## config.mk

```make
export PLATFORM = sky130hd
export DESIGN_NAME = rx_ring_dma
export DESIGN_NICKNAME = d
export VERILOG_FILES = /design/src/rtl/rxr_pkg.sv /design/src/rtl/rxr_regs.sv /design/src/rtl/rxr_walker.sv /design/src/rtl/rx_ring_dma.sv
export SDC_FILE = /design/constraint.sdc
export NUM_CORES = 2
export LEC_CHECK = 0
export BUFFER_PORTS_ARGS = -buffer_cell sky130_fd_sc_hd__buf_2
export CAP_MARGIN = 20
export CORE_MARGIN = 4
export CORE_UTILIZATION = 55
export DETAILED_ROUTE_END_ITERATION = 10
export HOLD_SLACK_MARGIN = 0.05
export PLACE_DENSITY_LB_ADDON = 0.3
export SYNTH_ARGS = -nofsm -noshare
export SYNTH_HDL_FRONTEND = slang
export SYNTH_SLANG_ARGS = --single-unit
```

## constraint.sdc

```tcl
create_clock -name clk -period 9.85 [get_ports clk]
set_clock_uncertainty 0.15 [all_clocks]
set_input_delay 0 -clock clk [delete_from_list [all_inputs] [get_ports clk]]
set_output_delay 0 -clock clk [all_outputs]
set_load 0.1 [all_outputs]
```

## src/rtl/rxr_pkg.sv

```systemverilog
package rxr_pkg;
    localparam int REG_AW       = 4;
    localparam int REG_CUR_BASE = 4;
    localparam int REG_CAUSE    = 8;
    localparam int REG_MASK     = 9;
    localparam int REG_HOFS     = 10;
    localparam int REG_DROPS    = 11;
    localparam int OWN_BIT      = 31;

    typedef enum logic [3:0] {
        W_IDLE, W_PICK, W_FETCH, W_EVAL, W_NEXT, W_DGET, W_DPUT, W_WB, W_DROP
    } wstate_e;
endpackage

```

## src/rtl/rxr_regs.sv

```systemverilog
module rxr_regs
    import rxr_pkg::*;
#(
    parameter int NUM_RINGS = 4,
    parameter int CNT_W     = 16
) (
    input  logic                       clk,
    input  logic                       rst_n,
    input  logic                       reg_wr_i,
    input  logic [REG_AW-1:0]          reg_addr_i,
    input  logic [31:0]                reg_wdata_i,
    output logic [31:0]                reg_rdata_o,
    input  logic                       acc_i,
    input  logic [$clog2(NUM_RINGS)-1:0] acc_ring_i,
    input  logic [31:0]                acc_next_i,
    input  logic                       drop_i,
    output logic [NUM_RINGS-1:0][31:0] start_o,
    output logic [NUM_RINGS-1:0][31:0] cur_o,
    output logic [15:0]                hofs_o,
    output logic                       mask_o,
    output logic [CNT_W-1:0]           drops_o,
    output logic                       irq_o
);
    localparam int RIDX_W = $clog2(NUM_RINGS);

    typedef struct packed {
        logic [NUM_RINGS-1:0][31:0] start;
        logic [NUM_RINGS-1:0][31:0] cur;
        logic                       cause;
        logic                       mask;
        logic [15:0]                hofs;
        logic [CNT_W-1:0]           drops;
    } regs_t;

    regs_t r_d, r_q;

    always_comb begin
        r_d = r_q;
        if (drop_i) r_d.drops = r_q.drops + 1'b1;
        if (acc_i)  r_d.cur[acc_ring_i] = acc_next_i;
        if (reg_wr_i) begin
            if (reg_addr_i < REG_AW'(NUM_RINGS)) begin
                r_d.start[reg_addr_i[RIDX_W-1:0]] = reg_wdata_i;
                r_d.cur[reg_addr_i[RIDX_W-1:0]]   = reg_wdata_i;
            end
            case (reg_addr_i)
                REG_AW'(REG_CAUSE): if (reg_wdata_i[0]) r_d.cause = 1'b0;
                REG_AW'(REG_MASK):  r_d.mask = reg_wdata_i[0];
                REG_AW'(REG_HOFS):  r_d.hofs = {reg_wdata_i[15:2], 2'b00};
                default: ;
            endcase
        end
        if (acc_i) r_d.cause = 1'b1;
    end

    always_ff @(posedge clk) begin
        if (!rst_n) r_q <= '0;
        else        r_q <= r_d;
    end

    always_comb begin
        reg_rdata_o = '0;
        for (int i = 0; i < NUM_RINGS; i++) begin
            if (reg_addr_i == REG_AW'(i))                reg_rdata_o = r_q.start[i];
            if (reg_addr_i == REG_AW'(REG_CUR_BASE + i)) reg_rdata_o = r_q.cur[i];
        end
        case (reg_addr_i)
            REG_AW'(REG_CAUSE): reg_rdata_o = {31'b0, r_q.cause};
            REG_AW'(REG_MASK):  reg_rdata_o = {31'b0, r_q.mask};
            REG_AW'(REG_HOFS):  reg_rdata_o = {16'b0, r_q.hofs};
            REG_AW'(REG_DROPS): reg_rdata_o = 32'(r_q.drops);
            default: ;
        endcase
    end

    assign start_o = r_q.start;
    assign cur_o   = r_q.cur;
    assign hofs_o  = r_q.hofs;
    assign mask_o  = r_q.mask;
    assign drops_o = r_q.drops;
    assign irq_o   = r_q.cause & r_q.mask;
endmodule

```

## src/rtl/rxr_walker.sv

```systemverilog
module rxr_walker
    import rxr_pkg::*;
#(
    parameter int NUM_RINGS = 4,
    parameter int LEN_W     = 16,
    parameter int MAX_WALK  = 64
) (
    input  logic                         clk,
    input  logic                         rst_n,
    input  logic                         hdr_valid_i,
    output logic                         hdr_ready_o,
    input  logic [LEN_W-1:0]             hdr_len_i,
    input  logic                         dat_valid_i,
    output logic                         dat_ready_o,
    input  logic [31:0]                  dat_data_i,
    output logic                         mem_req_o,
    output logic                         mem_we_o,
    output logic [31:0]                  mem_addr_o,
    output logic [31:0]                  mem_wdata_o,
    input  logic                         mem_ack_i,
    input  logic [31:0]                  mem_rdata_i,
    input  logic [NUM_RINGS-1:0][31:0]   start_i,
    input  logic [NUM_RINGS-1:0][31:0]   cur_i,
    input  logic [15:0]                  hofs_i,
    output logic                         acc_o,
    output logic [$clog2(NUM_RINGS)-1:0] acc_ring_o,
    output logic [31:0]                  acc_next_o,
    output logic                         drop_o
);
    localparam int RIDX_W = $clog2(NUM_RINGS);
    localparam int HOP_W  = $clog2(MAX_WALK + 1);

    typedef struct packed {
        wstate_e           st;
        logic [RIDX_W-1:0] ring;
        logic [31:0]       dptr;
        logic [1:0]        widx;
        logic [31:0]       cmd;
        logic [15:0]       bsize;
        logic [31:0]       bufa;
        logic [31:0]       nxt;
        logic [LEN_W-1:0]  len;
        logic [LEN_W-1:0]  wcnt;
        logic [HOP_W-1:0]  hops;
        logic [31:0]       wdat;
    } wk_t;

    wk_t q, d;
    logic [LEN_W:0]   nwords;
    logic [LEN_W-1:0] last_w;

    assign nwords = ({1'b0, q.len} + (LEN_W+1)'(3)) >> 2;
    assign last_w = LEN_W'(nwords - 1'b1);

    always_comb begin
        d      = q;
        acc_o  = 1'b0;
        drop_o = 1'b0;
        case (q.st)
            W_IDLE: if (hdr_valid_i) begin
                d.len = hdr_len_i; d.ring = '0; d.wcnt = '0; d.st = W_PICK;
            end
            W_PICK: begin
                if (cur_i[q.ring] == '0) d.st = W_NEXT;
                else begin
                    d.dptr = cur_i[q.ring]; d.widx = '0; d.hops = '0; d.st = W_FETCH;
                end
            end
            W_FETCH: if (mem_ack_i) begin
                case (q.widx)
                    2'd0: d.cmd   = mem_rdata_i;
                    2'd1: d.bsize = mem_rdata_i[31:16];
                    2'd2: d.bufa  = mem_rdata_i;
                    default: d.nxt = mem_rdata_i;
                endcase
                d.widx = q.widx + 1'b1;
                if (q.widx == 2'd3) d.st = W_EVAL;
            end
            W_EVAL: begin
                if (q.cmd[OWN_BIT] && (32'(q.bsize) >= 32'(q.len))) begin
                    d.wcnt = '0; d.st = W_DGET;
                end else if (q.nxt == start_i[q.ring] || q.hops == HOP_W'(MAX_WALK - 1)) begin
                    d.st = W_NEXT;
                end else begin
                    d.dptr = q.nxt; d.widx = '0; d.hops = q.hops + 1'b1; d.st = W_FETCH;
                end
            end
            W_NEXT: begin
                if (q.ring == RIDX_W'(NUM_RINGS - 1)) begin
                    d.wcnt = '0; d.st = W_DROP;
                end else begin
                    d.ring = q.ring + 1'b1; d.st = W_PICK;
                end
            end
            W_DGET: if (dat_valid_i) begin
                d.wdat = dat_data_i; d.st = W_DPUT;
            end
            W_DPUT: if (mem_ack_i) begin
                if (q.wcnt == last_w) begin
                    d.widx = '0; d.st = W_WB;
                end else begin
                    d.wcnt = q.wcnt + 1'b1; d.st = W_DGET;
                end
            end
            W_WB: if (mem_ack_i) begin
                if (q.widx == 2'd0) d.widx = 2'd1;
                else begin
                    acc_o = 1'b1; d.st = W_IDLE;
                end
            end
            W_DROP: if (dat_valid_i) begin
                if (q.wcnt == last_w) begin
                    drop_o = 1'b1; d.st = W_IDLE;
                end else d.wcnt = q.wcnt + 1'b1;
            end
            default: d.st = W_IDLE;
        endcase
    end

    always_ff @(posedge clk) begin
        if (!rst_n) q <= '0;
        else        q <= d;
    end

    always_comb begin
        mem_req_o   = (q.st == W_FETCH) || (q.st == W_DPUT) || (q.st == W_WB);
        mem_we_o    = (q.st == W_DPUT) || (q.st == W_WB);
        mem_addr_o  = q.dptr + 32'({q.widx, 2'b00});
        mem_wdata_o = '0;
        if (q.st == W_DPUT) begin
            mem_addr_o  = q.bufa + 32'(hofs_i) + 32'({q.wcnt, 2'b00});
            mem_wdata_o = q.wdat;
        end else if (q.st == W_WB) begin
            if (q.widx == 2'd0) mem_wdata_o = q.cmd & ~(32'd1 << OWN_BIT);
            else mem_wdata_o = {q.bsize, 16'(32'(q.len) + 32'(hofs_i))};
        end
    end

    assign hdr_ready_o = (q.st == W_IDLE);
    assign dat_ready_o = (q.st == W_DGET) || (q.st == W_DROP);
    assign acc_ring_o  = q.ring;
    assign acc_next_o  = q.nxt;
endmodule

```

## src/rtl/rx_ring_dma.sv

```systemverilog
module rx_ring_dma
    import rxr_pkg::*;
#(
    parameter int NUM_RINGS = 4,
    parameter int MAX_WALK  = 64,
    parameter int CNT_W     = 16
) (
    input  logic        clk,
    input  logic        rst_n,
    input  logic        hdr_valid,
    output logic        hdr_ready,
    input  logic [15:0] hdr_len,
    input  logic        dat_valid,
    output logic        dat_ready,
    input  logic [31:0] dat_data,
    output logic        mem_req,
    output logic        mem_we,
    output logic [31:0] mem_addr,
    output logic [31:0] mem_wdata,
    input  logic        mem_ack,
    input  logic [31:0] mem_rdata,
    input  logic        reg_wr,
    input  logic [3:0]  reg_addr,
    input  logic [31:0] reg_wdata,
    output logic [31:0] reg_rdata,
    output logic        irq
);
    localparam int RIDX_W = $clog2(NUM_RINGS);

    logic [NUM_RINGS-1:0][31:0] start_w, cur_w;
    logic [15:0]                hofs_w;
    logic                       mask_w;
    logic [CNT_W-1:0]           drops_w;
    logic                       acc_w, drop_w;
    logic [RIDX_W-1:0]          acc_ring_w;
    logic [31:0]                acc_next_w;

    rxr_regs #(.NUM_RINGS(NUM_RINGS), .CNT_W(CNT_W)) u_regs (
        .clk(clk), .rst_n(rst_n),
        .reg_wr_i(reg_wr), .reg_addr_i(reg_addr), .reg_wdata_i(reg_wdata),
        .reg_rdata_o(reg_rdata),
        .acc_i(acc_w), .acc_ring_i(acc_ring_w), .acc_next_i(acc_next_w),
        .drop_i(drop_w),
        .start_o(start_w), .cur_o(cur_w), .hofs_o(hofs_w), .mask_o(mask_w),
        .drops_o(drops_w), .irq_o(irq)
    );

    rxr_walker #(.NUM_RINGS(NUM_RINGS), .LEN_W(16), .MAX_WALK(MAX_WALK)) u_walk (
        .clk(clk), .rst_n(rst_n),
        .hdr_valid_i(hdr_valid), .hdr_ready_o(hdr_ready), .hdr_len_i(hdr_len),
        .dat_valid_i(dat_valid), .dat_ready_o(dat_ready), .dat_data_i(dat_data),
        .mem_req_o(mem_req), .mem_we_o(mem_we), .mem_addr_o(mem_addr),
        .mem_wdata_o(mem_wdata), .mem_ack_i(mem_ack), .mem_rdata_i(mem_rdata),
        .start_i(start_w), .cur_i(cur_w), .hofs_i(hofs_w),
        .acc_o(acc_w), .acc_ring_o(acc_ring_w), .acc_next_o(acc_next_w),
        .drop_o(drop_w)
    );
endmodule

```

==> Word level (Yosys, flattened, before mapping) <==
Cells that the tools add are included.
{ "word_totals": {"register_bits": 511, "in_bits": 122, "word_cells": 201} }
{ "op_classes": {"n_addsub": 11, "magnitude_cmp": 6, "n_eq_ne": 43, "n_mux": 80, "bitwise_logic": 2, "n_reduce_logical": 35} }
{ "ops": {"columns": ["operator", "count"], "rows": [
  ["32-bit 2-to-1 mux", 19],
  ["128-bit bitwise mux", 3],
  ["128-bit 2-to-1 mux", 2],
  ["146-bit 2-to-1 mux", 1],
  ["32-bit binary-select mux with 2-bit select", 2],
  ["32-bit demux with 2-bit select", 2],
  ["16-bit 2-to-1 mux", 8],
  ["32-bit case mux with 4 select lines", 1],
  ["114-bit 2-to-1 mux", 1],
  ["34-bit 2-to-1 mux", 3],
  ["16-bit case mux with 5 select lines", 1],
  ["32-bit case mux with 2 select lines", 1],
  ["4-bit 2-to-1 mux", 9],
  ["4-bit case mux with 9 select lines", 1],
  ["16-bit by 1-bit adder with 16-bit output (second input constant)", 2],
  ["32-bit by 16-bit adder with 32-bit output", 1],
  ["32-bit by 18-bit adder with 32-bit output", 1],
  ["32-bit by 4-bit adder with 32-bit output", 1],
  ["32-bit == test", 1],
  ["4-bit by 3-bit == test with 1-bit output (second input constant)", 8],
  ["32-bit zero test", 1],
  ["2-bit inequality test (second input constant)", 11],
  ["7-bit 2-to-1 mux", 3],
  ["4-bit == test (second input constant)", 5],
  ["other kinds (37)", 89]
]} }

==> Logic depth before layout (Yosys ltp) <==
{ "logic_depth": {"depth_word": 10, "ltp_mapped": 16, "depth_no_buf": 15} }

==> Hierarchy <==
From an unflattened synthesis, not the netlist that was laid out.
{ "hier_totals": {"hier_cells": 3861, "area_unflattened_um2": 32550.0} }
{ "modules_own_cells": {"columns": ["mod", "instances", "cells_each", "area_each_um2", "seq_area_each_um2"], "rows": [
  ["rxr_regs", 1, 1906, 16647.2, 5765.5],
  ["rxr_walker", 1, 1955, 15902.8, 4464.3]
]} }

==> Worst setup path after synthesis <==
Ideal clock, no wire load.
{ "synth_timing": {"path_kind": "register -> register", "startpoint": "reg u_walk.q[220] (netlist name)", "endpoint": "reg u_walk.q[66] (netlist name)", "setup_ns": 0.132, "arrival_ns": 4.786, "required_time_ns": 9.568, "path_slack_ns": 4.782, "stages_incl_launch_ff": 8, "path_buffers": 3, "synth_period_minus_slack_ns": 5.068, "path_cell_list": "dfxtp_1 clkbuf_1 clkbuf_1 nor4_1 nand2_1 clkbuf_1 nand2_1 a21oi_1"} }
{ "synth_between": {"elab_chain_len": 2} }
{ "synth_lines": {"columns": ["item", "line", "source"], "rows": [
  ["start, declared", "rxr_walker.sv:48", "wk_t q, d;"],
  ["start signal, assigned", "rxr_walker.sv:121", "if (!rst_n) q <= '0;"],
  ["start signal, assigned", "rxr_walker.sv:122", "else q <= d;"],
  ["4-bit zero test", null, null],
  ["named net hdr_ready", "rx_ring_dma.sv:11", "output logic hdr_ready,"],
  ["2-bit AND reduction (no source line)", null, null]
]} }
The timed path passes the listed nets, and every way through them passes these cells.
A chain may end at the register's enable or synchronous reset.

==> Worst setup path after layout <==
{ "layout_timing": {"startpoint": "reg u_walk.q (netlist bit u_walk.acc_ring_o[0])", "endpoint": "reg u_walk.q[203] (netlist name)"} }
{ "layout_between": {"elab_chain_len": 6, "word_cells_on_any_way": 12, "cone_classes": "eq/ne: 3; mux: 6; reduce/logical: 3"} }
{ "layout_lines": {"columns": ["item", "line", "source"], "rows": [
  ["32-bit binary-select mux with 2-bit select", "rxr_walker.sv:82", "end else if (q.nxt == start_i[q.ring] || q.hops == HOP_W'(MAX_WALK - 1)) begin"],
  ["32-bit 2-to-1 mux (implied by the code)", "rxr_walker.sv:82", null],
  ["32-bit == test", "rxr_walker.sv:82", null],
  ["1-bit logical OR", "rxr_walker.sv:82", null],
  ["2-bit inequality test (no source line)", null, null],
  ["4-bit AND reduction (no source line)", null, null]
]} }
Parallel ways exist; a longest one is shown, timed or not. The select of a mux whose other input is x is not followed.

==> flow_summary_export.csv <==
group,metric,value,unit
logic_synthesis,synth-main-ff-cell,"dfxtp_1",
worst_hold_path,hold_start,"mem_rdata[29]",
detailed_routing,vias_per_cell,6.33,
floorplanning,dieArea,54800,sq um
setup_path,cp_cell_sequence,"buf_4, mux4_2, xnor2_1, nand4_1, or4_1, nand4b_1, a31oi_4, buf_4, a211oi_1, a211oi_1",
clocking,clkTransAtPathRegs,0.07,ns
global_routing,grt_pass1_wl,151000,microns
detailed_routing,via_count,28000,
clocking,htree_levels,2,
place,routabilityCongestion,0.988,
place,place_area,29400,sq um
clocking,root_buffer,"clkbuf_16",
cells_and_area,fin_cells,4420,
place,portBuffers,222,
setup_path,critPathMaxFanout,43,
setup_path,critPathBufInv,2,
cells_and_area,synthToLayoutAreaGrowth,19.0,%
setup_path,crit_arrival,5.70,ns
logic_synthesis,synth_top_area_share,36.4,%
timing,slew_headroom,23.1,%
timing,tns,0,ns
logic_synthesis,ys_seq_elements,511,
detailed_routing,drt_iter0_markers,3951,
floorplanning,fp-row-count,82,
cells_and_area,fin_util,66.4,%
power_and_ir_drop,power_density,170,nW/um^2
timing,holdWs,0.0816,ns
logic_synthesis,synth_top_cell_by_area,"dfxtp_1",
global_routing,grt_max_degree,194,
timing,setup_viol,0,
global_routing,overflow,0,
timing,finalCriticalPeriod,5.35,ns
timing,setup_slack,4.50,ns
place,post-dp-hpwl,66300,microns
cells_and_area,layout_common_cells,"nand2_1 (859), dfxtp_1 (509), a21oi_1 (488)",
setup_path,path_delay_family,"buffers and inverters",
timing,max_freq,187,MHz
setup_path,slowest_stage,"buf_4",
floorplanning,core_area,50400,sq um
logic_synthesis,synth-edff-count,0,
detailed_routing,drc,0,
global_routing,grt_pass1_vias,25800,
setup_path,crit_path_start,"u_walk.acc_ring_o[0]$_SDFFE_PN0P_",
cells_and_area,final_common_cell,"nand2_1",
floorplanning,die_y,234,microns
floorplanning,die_w,234,microns
global_routing,antenna_found_initial,8,
setup_path,worstSetupPathType,"flip-flop to flip-flop",
logic_synthesis,yosys_warnings,0,
clocking,cts_resized,0,
flow_run,cap_violations,0,
floorplanning,initial_utilization,55.8,%
detailed_routing,firstDrtPassIters,9,
setup_path,worst_ep_required_time,10.21,ns
logic_synthesis,ys_top_cells_by_area,"dfxtp_1 (36%), nand2_1 (12%), a21oi_1 (8.7%), mux2_2 (6.3%), mux4_2 (4.8%)",
worst_hold_path,hold_class,"input pin to flip-flop",
power_and_ir_drop,peakVddDrop,0.136,mV
detailed_routing,drt-total-wl,101000,microns
cells_and_area,final_layout_size_suffix_gt1_share,16.5,%
timing,grt_setup_unrepaired,"false",
power_and_ir_drop,leakagePower,12.8,nW
global_routing,grt_util_all_layers,35.3,%
cells_and_area,nNetsFinal,3898,
timing,period_share,54.3,%
clocking,cts_sinks,511,
setup_path,cp-start-kind,"flip-flop",
logic_synthesis,syn_inst,3433,
logic_synthesis,synthArstFlopShare,0,%
timing,maxSlewViolCount,0,
setup_path,critical_path.max_stage_delay,0.78,ns
setup_path,reg2reg_from,"u_walk.acc_ring_o[0]$_SDFFE_PN0P_",
clocking,clk_latency,0.62,ns
logic_synthesis,yosysSeqAreaShare,36.4,%
logic_synthesis,syn_nets,3634,
cells_and_area,design_area,33400,sq um
place,place_ws,4.63,ns
detailed_routing,wl_per_cell,22.9,microns
power_and_ir_drop,power,5.67,mW
run_status,status,"complete, no violations",
clocking,cts_made_buffers,54,
clocking,cts_tree,"done",
clocking,clockBufferDepth,3,
logic_synthesis,syn_area_per_cell,8.18,sq um
logic_synthesis,ys_types,76,
place,dp.cells,4121,
detailed_routing,drtAntennaViolNets,0,
timing,timing.final.hold_violations,0,
logic_synthesis,syn_area,28100,sq um
setup_path,worstSetupEndpointType,"flip-flop",
floorplanning,io_pins,223,
timing,tightest_slew,1.15,ns
==> where the power goes <==
part | switching (mW) | internal [mW] | total, mW
sequential | 0.109 | 2.13 | 2.24
combinational | 0.711 | 0.398 | 1.11
clock | 0.910 | 1.42 | 2.33
==> logic make-up after synthesis <==
group	synth area share, %
AND/OR/NAND/NOR	20.2
AO/OA/AOI/OAI	16.7
flip-flops	36.4
multiplexers	14.5
buffers and inverters	4.23
XOR/XNOR	4.04
adder cells (fa/ha/maj)	3.97
==> cell type report <==
type	instances	area [sq um]
Antenna cell	5	12.5
Clock buffer	73	1590
Clock inverter	29	460
Fill cell	4003	16900
Inverter	48	188
Multi-Input combinational cell	2631	16700
Sequential cell	511	10200
Tap cell	672	841
Timing Repair Buffer	451	3380
==> metal layers <==
| layer | up-vias | GRT usage, % | wire length [microns] |
|---|---|---|---|
| met3 | 387 | 9.06 | 12800 |
| met4 | 4 | 18.4 | 6040 |
| met1 | 13100 | 45.4 | 37800 |
| met5 | - | 0 | 32 |
| li1 | 12600 | - | - |
| met2 | 1852 | 54.9 | 44700 |
==> flip-flops by register name (all words and copies together), names as in the netlist <==
register and flops:
u_regs.mask_o 1, u_walk.acc_ring_o 2, u_regs.hofs_o 14, u_regs.cur_o 128
u_walk.q 189, u_walk.acc_next_o 32, u_regs.drops_o 16, u_regs.r_q 1
u_regs.start_o 128
==> worst min-delay path: cells and delay by family <==
family	cells	cell delay [ns]
buffers and inverters	2	0.69
AO/OA/AOI/OAI	1	0.05
AND/OR/NAND/NOR	1	0.06
==> cell usage after synthesis (14+ instances only) <==
master,instances
a21oi_1,488
a31oi_1,21
o21ai_0,105
xor2_1,34
clkbuf_1,201
a21o_1,18
mux2_2,158
buf_1,24
or3_1,20
nand2_1,863
nor2b_1,14
a22oi_1,65
inv_1,46
a222oi_1,22
mux2i_1,93
nand4_1,32
dfxtp_1,511
nand3_1,50
nor4_1,24
ha_1,62
xnor2_1,93
nor3_1,34
fa_1,17
and3_1,30
nor2_1,156
a221oi_1,16
mux4_2,60
==> path summary, 6_finish.rpt <==
kind / to / slack [ns] / depth (start not counted)
worst max-delay path: u_walk.q[203]$_SDFFE_PN0P_ / 4.50 / 10
worst min-delay path: u_walk.q[132]$_SDFFE_PN0P_ / 0.08 / 4
worst max register to register: u_walk.q[203]$_SDFFE_PN0P_ / 4.50 / 10
worst min register to register: u_walk.q[171]$_SDFFE_PN0P_ / 0.31 / 2
==> repair_timing <==
action                                  4_1_cts  5_1_grt
endpoints found under the setup margin        0        0
buffers inserted                              0        0
hold buffers                                189        0
hold endpoints to repair                    453        0
Power figures use the tool's default switching activity.
